`config.mk`:
```
export PLATFORM = sky130hd
export DESIGN_NAME = ulpi_regbridge
export DESIGN_NICKNAME = d
export VERILOG_FILES = /design/src/rtl/ulpi_regbridge_pkg.sv /design/src/rtl/ulpi_regbridge_csr.sv /design/src/rtl/ulpi_regbridge_timer.sv /design/src/rtl/ulpi_regbridge_seq.sv /design/src/rtl/ulpi_regbridge.sv
export SDC_FILE = /design/constraint.sdc
export NUM_CORES = 1
export LEC_CHECK = 0
export BUFFER_PORTS_ARGS = -buffer_cell sky130_fd_sc_hd__clkbuf_2
export CAP_MARGIN = 10
export CORE_UTILIZATION = 55
export DETAILED_ROUTE_END_ITERATION = 8
export PLACE_DENSITY = 0.84
export SETUP_SLACK_MARGIN = 0.15
export SLEW_MARGIN = 10
export SYNTH_ARGS = -nofsm -noshare
export SYNTH_HDL_FRONTEND = slang
export SYNTH_SLANG_ARGS = --single-unit
export TNS_END_PERCENT = 30
```
`constraint.sdc`:
```
create_clock -name clk -period 4.12 [get_ports clk]
set_clock_uncertainty 0.2 [all_clocks]
set_input_delay 0.618 -clock clk [delete_from_list [all_inputs] [get_ports clk]]
set_output_delay 0.618 -clock clk [all_outputs]
set_load 0.005 [all_outputs]
```
`src/rtl/ulpi_regbridge_pkg.sv`:
```
package ulpi_regbridge_pkg;

    localparam int BYTE_W = 8;

    localparam logic [BYTE_W-1:0] OFF_DATA = 8'h74;
    localparam logic [BYTE_W-1:0] OFF_ADDR = 8'h75;
    localparam logic [BYTE_W-1:0] OFF_CTRL = 8'h76;

    localparam int CB_REQ  = 0;
    localparam int CB_DONE = 1;
    localparam int CB_RD   = 2;

    localparam logic [1:0] CMD_REGWR = 2'b10;
    localparam logic [1:0] CMD_REGRD = 2'b11;

    localparam logic [BYTE_W-1:0] BUS_IDLE = 8'h00;

    typedef enum logic [2:0] {
        ST_IDLE,
        ST_WAITDIR,
        ST_CMD,
        ST_WDATA,
        ST_STP,
        ST_RTURN,
        ST_RCAP,
        ST_REND
    } seq_state_e;

    function automatic logic [BYTE_W-1:0] make_cmd(input logic rd, input logic [BYTE_W-1:0] addr);
        return {(rd ? CMD_REGRD : CMD_REGWR), addr[5:0]};
    endfunction

endpackage

```
`src/rtl/ulpi_regbridge_csr.sv`:
```
module ulpi_regbridge_csr
    import ulpi_regbridge_pkg::*;
(
    input  logic              clk,
    input  logic              rst,
    input  logic              cpu_we,
    input  logic [BYTE_W-1:0] cpu_addr,
    input  logic [BYTE_W-1:0] cpu_wdata,
    output logic [BYTE_W-1:0] cpu_rdata,
    input  logic              seq_busy,
    input  logic              seq_start,
    input  logic              seq_finish,
    input  logic              cap_valid,
    input  logic [BYTE_W-1:0] cap_data,
    output logic [BYTE_W-1:0] reg_addr,
    output logic [BYTE_W-1:0] reg_data,
    output logic              req_pend,
    output logic              rd_sel,
    output logic              done
);

    logic accept;
    logic ctrl_wr;

    assign accept  = !(req_pend || seq_busy);
    assign ctrl_wr = cpu_we && (cpu_addr == OFF_CTRL);

    always_ff @(posedge clk) begin
        if (rst) begin
            reg_addr <= '0;
            reg_data <= '0;
            req_pend <= 1'b0;
            rd_sel   <= 1'b0;
        end else begin
            if (seq_start) begin
                req_pend <= 1'b0;
            end
            if (cap_valid) begin
                reg_data <= cap_data;
            end
            if (cpu_we && accept) begin
                unique case (cpu_addr)
                    OFF_DATA: reg_data <= cpu_wdata;
                    OFF_ADDR: reg_addr <= cpu_wdata;
                    OFF_CTRL: begin
                        if (cpu_wdata[CB_REQ]) begin
                            req_pend <= 1'b1;
                            rd_sel   <= cpu_wdata[CB_RD];
                        end
                    end
                    default: ;
                endcase
            end
        end
    end

    always_ff @(posedge clk) begin
        if (rst) begin
            done <= 1'b0;
        end else if (seq_finish) begin
            done <= 1'b1;
        end else if (ctrl_wr && !cpu_wdata[CB_DONE]) begin
            done <= 1'b0;
        end
    end

    always_comb begin
        cpu_rdata = '0;
        unique case (cpu_addr)
            OFF_DATA: cpu_rdata = reg_data;
            OFF_ADDR: cpu_rdata = reg_addr;
            OFF_CTRL: begin
                cpu_rdata[CB_REQ]  = req_pend;
                cpu_rdata[CB_DONE] = done;
                cpu_rdata[CB_RD]   = rd_sel;
            end
            default: cpu_rdata = '0;
        endcase
    end

endmodule

```
`src/rtl/ulpi_regbridge_timer.sv`:
```
module ulpi_regbridge_timer #(
    parameter int LIMIT = 256
) (
    input  logic clk,
    input  logic rst,
    input  logic run,
    output logic hit
);

    localparam int CNT_W = (LIMIT > 1) ? $clog2(LIMIT) : 1;
    localparam logic [CNT_W-1:0] LAST = CNT_W'(LIMIT - 1);

    logic [CNT_W-1:0] cnt;

    always_ff @(posedge clk) begin
        if (rst || !run) begin
            cnt <= '0;
        end else if (cnt != LAST) begin
            cnt <= cnt + 1'b1;
        end
    end

    assign hit = run && (cnt == LAST);

endmodule

```
`src/rtl/ulpi_regbridge_seq.sv`:
```
module ulpi_regbridge_seq
    import ulpi_regbridge_pkg::*;
(
    input  logic              clk,
    input  logic              rst,
    input  logic              req_pend,
    input  logic              rd_sel,
    input  logic [BYTE_W-1:0] reg_addr,
    input  logic [BYTE_W-1:0] reg_data,
    input  logic              ulpi_dir,
    input  logic              ulpi_nxt,
    input  logic [BYTE_W-1:0] ulpi_data_i,
    input  logic              tmo_hit,
    output logic              seq_start,
    output logic              seq_busy,
    output logic              seq_finish,
    output logic              cap_valid,
    output logic [BYTE_W-1:0] cap_data,
    output logic [BYTE_W-1:0] bus_o,
    output logic              stp_o
);

    seq_state_e st, st_nx;

    always_ff @(posedge clk) begin
        if (rst) begin
            st <= ST_IDLE;
        end else begin
            st <= st_nx;
        end
    end

    always_comb begin
        st_nx      = st;
        seq_start  = 1'b0;
        seq_finish = 1'b0;
        cap_valid  = 1'b0;
        unique case (st)
            ST_IDLE: begin
                if (req_pend) begin
                    seq_start = 1'b1;
                    st_nx     = ulpi_dir ? ST_WAITDIR : ST_CMD;
                end
            end
            ST_WAITDIR: begin
                if (!ulpi_dir) st_nx = ST_CMD;
            end
            ST_CMD: begin
                if (ulpi_dir) begin
                    st_nx = ST_WAITDIR;
                end else if (ulpi_nxt) begin
                    st_nx = rd_sel ? ST_RTURN : ST_WDATA;
                end
            end
            ST_WDATA: st_nx = ST_STP;
            ST_STP: begin
                seq_finish = 1'b1;
                st_nx      = ST_IDLE;
            end
            ST_RTURN: st_nx = ST_RCAP;
            ST_RCAP: begin
                cap_valid = 1'b1;
                st_nx     = ST_REND;
            end
            ST_REND: begin
                if (!ulpi_dir) begin
                    seq_finish = 1'b1;
                    st_nx      = ST_IDLE;
                end
            end
            default: st_nx = ST_IDLE;
        endcase
        if (st != ST_IDLE && tmo_hit) begin
            st_nx      = ST_IDLE;
            seq_finish = 1'b1;
            cap_valid  = 1'b0;
        end
    end

    always_comb begin
        unique case (st)
            ST_CMD:   bus_o = make_cmd(rd_sel, reg_addr);
            ST_WDATA: bus_o = reg_data;
            default:  bus_o = BUS_IDLE;
        endcase
    end

    assign seq_busy = (st != ST_IDLE);
    assign stp_o    = (st == ST_STP);
    assign cap_data = ulpi_data_i;

endmodule

```
`src/rtl/ulpi_regbridge.sv`:
```
module ulpi_regbridge
    import ulpi_regbridge_pkg::*;
#(
    parameter int TIMEOUT_CYC = 256
) (
    input  logic       clk,
    input  logic       rst,
    input  logic       cpu_we,
    input  logic [7:0] cpu_addr,
    input  logic [7:0] cpu_wdata,
    output logic [7:0] cpu_rdata,
    input  logic       susp_req_i,
    output logic       phy_suspend_o,
    input  logic       ulpi_dir,
    input  logic       ulpi_nxt,
    input  logic [7:0] ulpi_data_i,
    output logic [7:0] ulpi_data_o,
    output logic       ulpi_data_oe,
    output logic       ulpi_stp
);

    logic              seq_busy, seq_start, seq_finish, cap_valid, tmo_hit;
    logic              req_pend, rd_sel, done;
    logic [BYTE_W-1:0] cap_data, reg_addr, reg_data;

    ulpi_regbridge_csr csr_i (
        .clk        (clk),
        .rst        (rst),
        .cpu_we     (cpu_we),
        .cpu_addr   (cpu_addr),
        .cpu_wdata  (cpu_wdata),
        .cpu_rdata  (cpu_rdata),
        .seq_busy   (seq_busy),
        .seq_start  (seq_start),
        .seq_finish (seq_finish),
        .cap_valid  (cap_valid),
        .cap_data   (cap_data),
        .reg_addr   (reg_addr),
        .reg_data   (reg_data),
        .req_pend   (req_pend),
        .rd_sel     (rd_sel),
        .done       (done)
    );

    ulpi_regbridge_seq seq_i (
        .clk         (clk),
        .rst         (rst),
        .req_pend    (req_pend),
        .rd_sel      (rd_sel),
        .reg_addr    (reg_addr),
        .reg_data    (reg_data),
        .ulpi_dir    (ulpi_dir),
        .ulpi_nxt    (ulpi_nxt),
        .ulpi_data_i (ulpi_data_i),
        .tmo_hit     (tmo_hit),
        .seq_start   (seq_start),
        .seq_busy    (seq_busy),
        .seq_finish  (seq_finish),
        .cap_valid   (cap_valid),
        .cap_data    (cap_data),
        .bus_o       (ulpi_data_o),
        .stp_o       (ulpi_stp)
    );

    ulpi_regbridge_timer #(.LIMIT(TIMEOUT_CYC)) tmr_i (
        .clk (clk),
        .rst (rst),
        .run (seq_busy),
        .hit (tmo_hit)
    );

    assign ulpi_data_oe  = !ulpi_dir;
    assign phy_suspend_o = susp_req_i && !(req_pend || seq_busy);

endmodule

```
* Word level (Yosys, flattened, before mapping) *
Cells that the tools add are included.

word-level totals
  flip-flop bits (word level) = 30
  input bits = 30
  output and inout port bits = 19
  word-level logic and storage cells = 71

operators by class
  add/sub/neg operators = 1
  equality and inequality tests = 16
  multiplexer cells = 28
  reductions and logical operators = 19

operators by type and width
  operator                                                               count
  8-bit by 7-bit equality test with 1-bit output, second input constant  3
  8-bit 2-to-1 mux                                                       3
  3-bit one-hot mux with 8 select lines                                  1
  3-bit 2-to-1 mux                                                       6
  8-bit one-hot mux with 2 select lines                                  1
  1-bit 2-to-1 mux                                                       13
  3-bit equality test, second input constant                             4
  5-bit one-hot mux with 2 select lines                                  1
  3-bit one-hot mux with 3 select lines                                  1
  8-bit by 1-bit adder with 8-bit output, second input constant          1
  8-bit equality test, second input constant                             1
  8-bit inequality test, second input constant                           1
  3-bit by 2-bit equality test with 1-bit output, second input constant  2
  1-bit logical AND                                                      6
  2-bit inequality test, second input constant                           3
  1-bit logical NOT                                                      4
  4-bit AND reduction                                                    1
  3-bit by 1-bit equality test with 1-bit output, second input constant  1
  3-bit logical NOT                                                      1
  3-bit inequality test, second input constant                           1
  3-bit AND reduction                                                    1
  3-bit nonzero test                                                     1
  1-bit logical OR                                                       2
  2-bit 2-to-1 mux                                                       1
  4 further kinds                                                        4

* Depth between registers and ports, before layout *
  word-level depth = 7
  depth in mapped cells = 7
  depth with buffers taken out = 5

* By module *
Synthesis repeated with hierarchy kept, for this count alone.

second synthesis, totals
  cells, all modules = 234
  area total of the unflattened synthesis = 2,054.5 µm²

by module, submodules not included
  module                instances  cells each  area an instance (µm²)  seq. area each (µm²)
  ulpi_regbridge_csr    1          111         1,109.8                 380.4
  ulpi_regbridge_seq    1          73          499.2                   60.1
  ulpi_regbridge_timer  1          48          429.2                   160.2
  ulpi_regbridge        1          2           16.3                    0.0

* Worst setup path before layout *
Ideal clock, no wire load.

  kind = input to output
  from = in cpu_addr[3]
  to = out cpu_rdata[3]
  arrival = 1.482 ns
  data required time = 3.302 ns
  setup slack = 1.820 ns
  cell stages on the path = 3
  path buffers = 0
  cell sequence = nand4b_1 -> or3_1 -> nor2_1

on the way
  cells in the longest elaborated chain, start to end = 2

ends and longest elaborated chain
  what                                            line                      source
  from (decl)                                     ulpi_regbridge.sv:9       input logic [7:0] cpu_addr,
  8-bit by 7-bit equality test with 1-bit output  ulpi_regbridge_csr.sv:69  unique case (cpu_addr)
  5-bit one-hot mux with 2 select lines (*)       ulpi_regbridge_csr.sv:69
  to (decl)                                       ulpi_regbridge.sv:11      output logic [7:0] cpu_rdata,

Mark *: on every way between the ends. The rest lies on a longest branch, timed or not.

* Worst setup path in the final report *
  from = reg seq_i.st[0]
  to = out phy_suspend_o

on the way
  cells in the longest elaborated chain, start to end = 4

ends and longest elaborated chain
  what                    line                      source
  from (decl)             ulpi_regbridge_seq.sv:23  seq_state_e st, st_nx;
  from (signal assigned)  ulpi_regbridge_seq.sv:29  st <= st_nx;
  3-bit nonzero test      ulpi_regbridge_seq.sv:88  assign seq_busy = (st != ST_IDLE);
  1-bit logical OR        ulpi_regbridge.sv:73      assign phy_suspend_o = susp_req_i && !(req_pend || seq_busy);
  1-bit logical NOT       ulpi_regbridge.sv:73
  1-bit logical AND       ulpi_regbridge.sv:73
  to (decl)               ulpi_regbridge.sv:13      output logic phy_suspend_o,

No other way between the ends.

==> reports/results.ini <==
[run_status]
status=finished, violations left
violations=DRC

[worst_setup_path]
r2r-start=seq_i.st[0]$_SDFFE_PP0P_
worst-path-max-fanout=18
reg2reg_depth=4
startpoint=seq_i.st[0]$_SDFFE_PP0P_
required_ns=3.30
critPathBufInv=1
cpMaxStageDelayCell=or4_4
cpPeakStageDelay_ns=0.66
rrSetupSlack_ns=1.58
critPathTopFamily=simple AND/OR/NAND/NOR gates
crit_chain=or4_4 > nor2_1 > clkbuf_2
critPathArrivalTime_ns=1.77
r2r_end=csr_i.reg_addr[4]$_SDFFE_PP0P_
critical_path_depth=3
start_kind=flop
path_class=flop to primary output
end_kind=primary output
critPathCapture=phy_suspend_o

[sta]
tns_ns=0
worst_slew_pin_slew_ns=0.762
fin_ws_ns=1.53
period_minus_slack_ns=2.59
maxSlewHeadroom=0.491
finalCritPeriodShare=0.628
timing.fmax_mhz=387
finalSetupViolCount=0
rsz0062_at_grt=no
hold_viol_final=0
slew_violations=0

[final_layout]
layout.cells.non_filler=285
nFillCells=260
fin_nets=285
diodes=0
seqCellArea_um2=601
multiInputGateArea_um2=1050
drive_above_1_share=0.244
area_growth_pct=15.1
post-route-util=0.696

[clock_tree]
clkSinkCount=30
cts_tree=built
cts_buffers=5
postCtsHoldBufs=0
cts_buffer_depth=2
cts_resized=0
cts-root-buf=clkbuf_4
h-tree-depth=2
clkLatencyLatePin_ns=0.33
cts_setup_buffers=0
clk_pin_slew_ns=0.09

[yosys]
synth.avg_cell_area_um2=8.22
ys_warn_count=0
synth_nets=241
ys_types=38
synth_async_sr_flop_share=0
ys_seq_elements=30
synth.yosys.seq_area_share=0.348
synth-edff-count=0
synthesis.area_um2=1730
synth_cells=210
ys.flop_type=dfxtp_1

[global_route]
grt_first_pass_wirelength_um=6260
antenna_found_initial=0
grt_start_max_net_pins=22
grt_pass1_vias=1419
grt-ovfl-total=0
grt_usage=0.247

[power]
leakage_nw=0.768
ir_drop_mv=0.198
powerDensity_nw_per_um2=246
power_w=0.000489

[drt]
final_antenna_net_count=0
via_per_inst=5.75
drt_iter0_drc=78
wl_per_cell_um=13.3
drtPass1Iterations=6
drc=5
wirelength_um=3790
num_vias=1640

[place]
gp_congestion=0.841
dp_cells=278
dpl.hpwl_um=2710
port_buffers=48
pre_cts_ws_ns=1.54

[floorplan]
ios=49
core-area_um2=2850
die_y_um=58.0
dieArea_um2=3370
die_x_um=58.0
initial_core_util=0.605
rows=19

[hold_path]
worstHoldPathType=flop to flop

[flow_run]
maxCapViolations=0

## Yosys cell counts, types with 2 or more instances
master / number / area share
a31oi_1: 10 / 0.036
a21oi_1: 12 / 0.035
buf_6: 3 / 0.020
and3_1: 5 / 0.018
nand3_1: 2 / 0.0058
o21ai_0: 4 / 0.012
or4_4: 2 / 0.013
clkbuf_1: 8 / 0.017
nand2b_1: 3 / 0.011
nor2b_1: 2 / 0.0072
o21bai_1: 8 / 0.035
o21bai_2: 2 / 0.013
nand2_1: 24 / 0.052
dfxtp_1: 30 / 0.35
xnor2_1: 3 / 0.015
nor3_1: 2 / 0.0058
inv_1: 4 / 0.0087
or3_1: 2 / 0.0072
nor2_1: 37 / 0.080
mux2i_1: 26 / 0.15
nand3b_1: 3 / 0.013
nand4b_1: 2 / 0.010
## tightest hold or removal path: cells and delay by family (launching register included)
family           cells  cell delay [ns]
flip-flops           1             0.33
AO/OA/AOI/OAI        1             0.05
AND/OR/NAND/NOR      1             0.06
## through the flow
step	hold WS (ns)	cell area, um2
final	0.278	1990
after detailed placement	0.267	1940
after global routing	0.308	1990
after CTS	0.278	1990
after floorplan	0.244	1730
after global placement	0.258	1940
## area by class of cell
| type | count | share of cell area |
|---|---|---|
| multi-input cells | 165 | 0.527 |
| repair buffers | 48 | 0.121 |
| clock buffers | 7 | 0.0227 |
| flip-flops and latches | 30 | 0.302 |
| inverters | 4 | 0.00756 |
| well taps | 31 | 0.0195 |
## state kept, by name (all words and copies together), names as in the netlist
name            count
csr_i.rd_sel        1
csr_i.done          1
csr_i.reg_data      8
tmr_i.cnt           8
csr_i.req_pend      1
csr_i.reg_addr      8
seq_i.st            3
## power breakdown
part	total (W)	switching, W	internal, W
Sequential	0.000290	0.000000261	0.000290
Combinational	0.0000361	0.0000180	0.0000181
Clock	0.000163	0.0000989	0.0000642
Total	0.000489	0.000117	0.000372
## routing by layer
| metal | global-route usage | share of wire |
|---|---|---|
| met5 | 0 | 0 |
| met4 | 0.119 | 0.013 |
| met3 | 0.0469 | 0.062 |
| met2 | 0.391 | 0.45 |
| met1 | 0.324 | 0.47 |
## cells by family (layout without fill, tap and decap cells)
family / after synthesis / after routing / share of synthesized area
buffers and inverters: 15 / 59 / 0.0456
xor gates and xnor gates: 3 / 3 / 0.0152
DFF: 30 / 30 / 0.348
muxes: 26 / 26 / 0.151
adders and majority gates: 1 / 1 / 0.00725
and+or+nand+nor: 93 / 93 / 0.270
AOI/OAI and AO/OA: 42 / 42 / 0.163
## worst min path at each step
stage	start	cells past startpoint	endpoint	slack [ns]
after floorplan	tmr_i.cnt[1]$_SDFFE_PP0N_	2	tmr_i.cnt[1]$_SDFFE_PP0N_	0.24
after global placement	tmr_i.cnt[1]$_SDFFE_PP0N_	2	tmr_i.cnt[1]$_SDFFE_PP0N_	0.26
after detailed placement	tmr_i.cnt[1]$_SDFFE_PP0N_	2	tmr_i.cnt[1]$_SDFFE_PP0N_	0.27
after CTS	tmr_i.cnt[1]$_SDFFE_PP0N_	2	tmr_i.cnt[1]$_SDFFE_PP0N_	0.28
after global routing	tmr_i.cnt[1]$_SDFFE_PP0N_	2	tmr_i.cnt[1]$_SDFFE_PP0N_	0.31
final	tmr_i.cnt[1]$_SDFFE_PP0N_	2	tmr_i.cnt[1]$_SDFFE_PP0N_	0.28
## cell usage in the layout (no fill, tap or decap), types with 5 or more instances in the layout
cell      Yosys  final
clkbuf_2      0     48
nor2_1       37     37
dfxtp_1      30     30
mux2i_1      26     26
nand2_1      24     24
a21oi_1      12     12
a31oi_1      10     10
o21bai_1      8      8
and3_1        5      5
clkbuf_4      0      5
(Power assumes the default switching activity.)
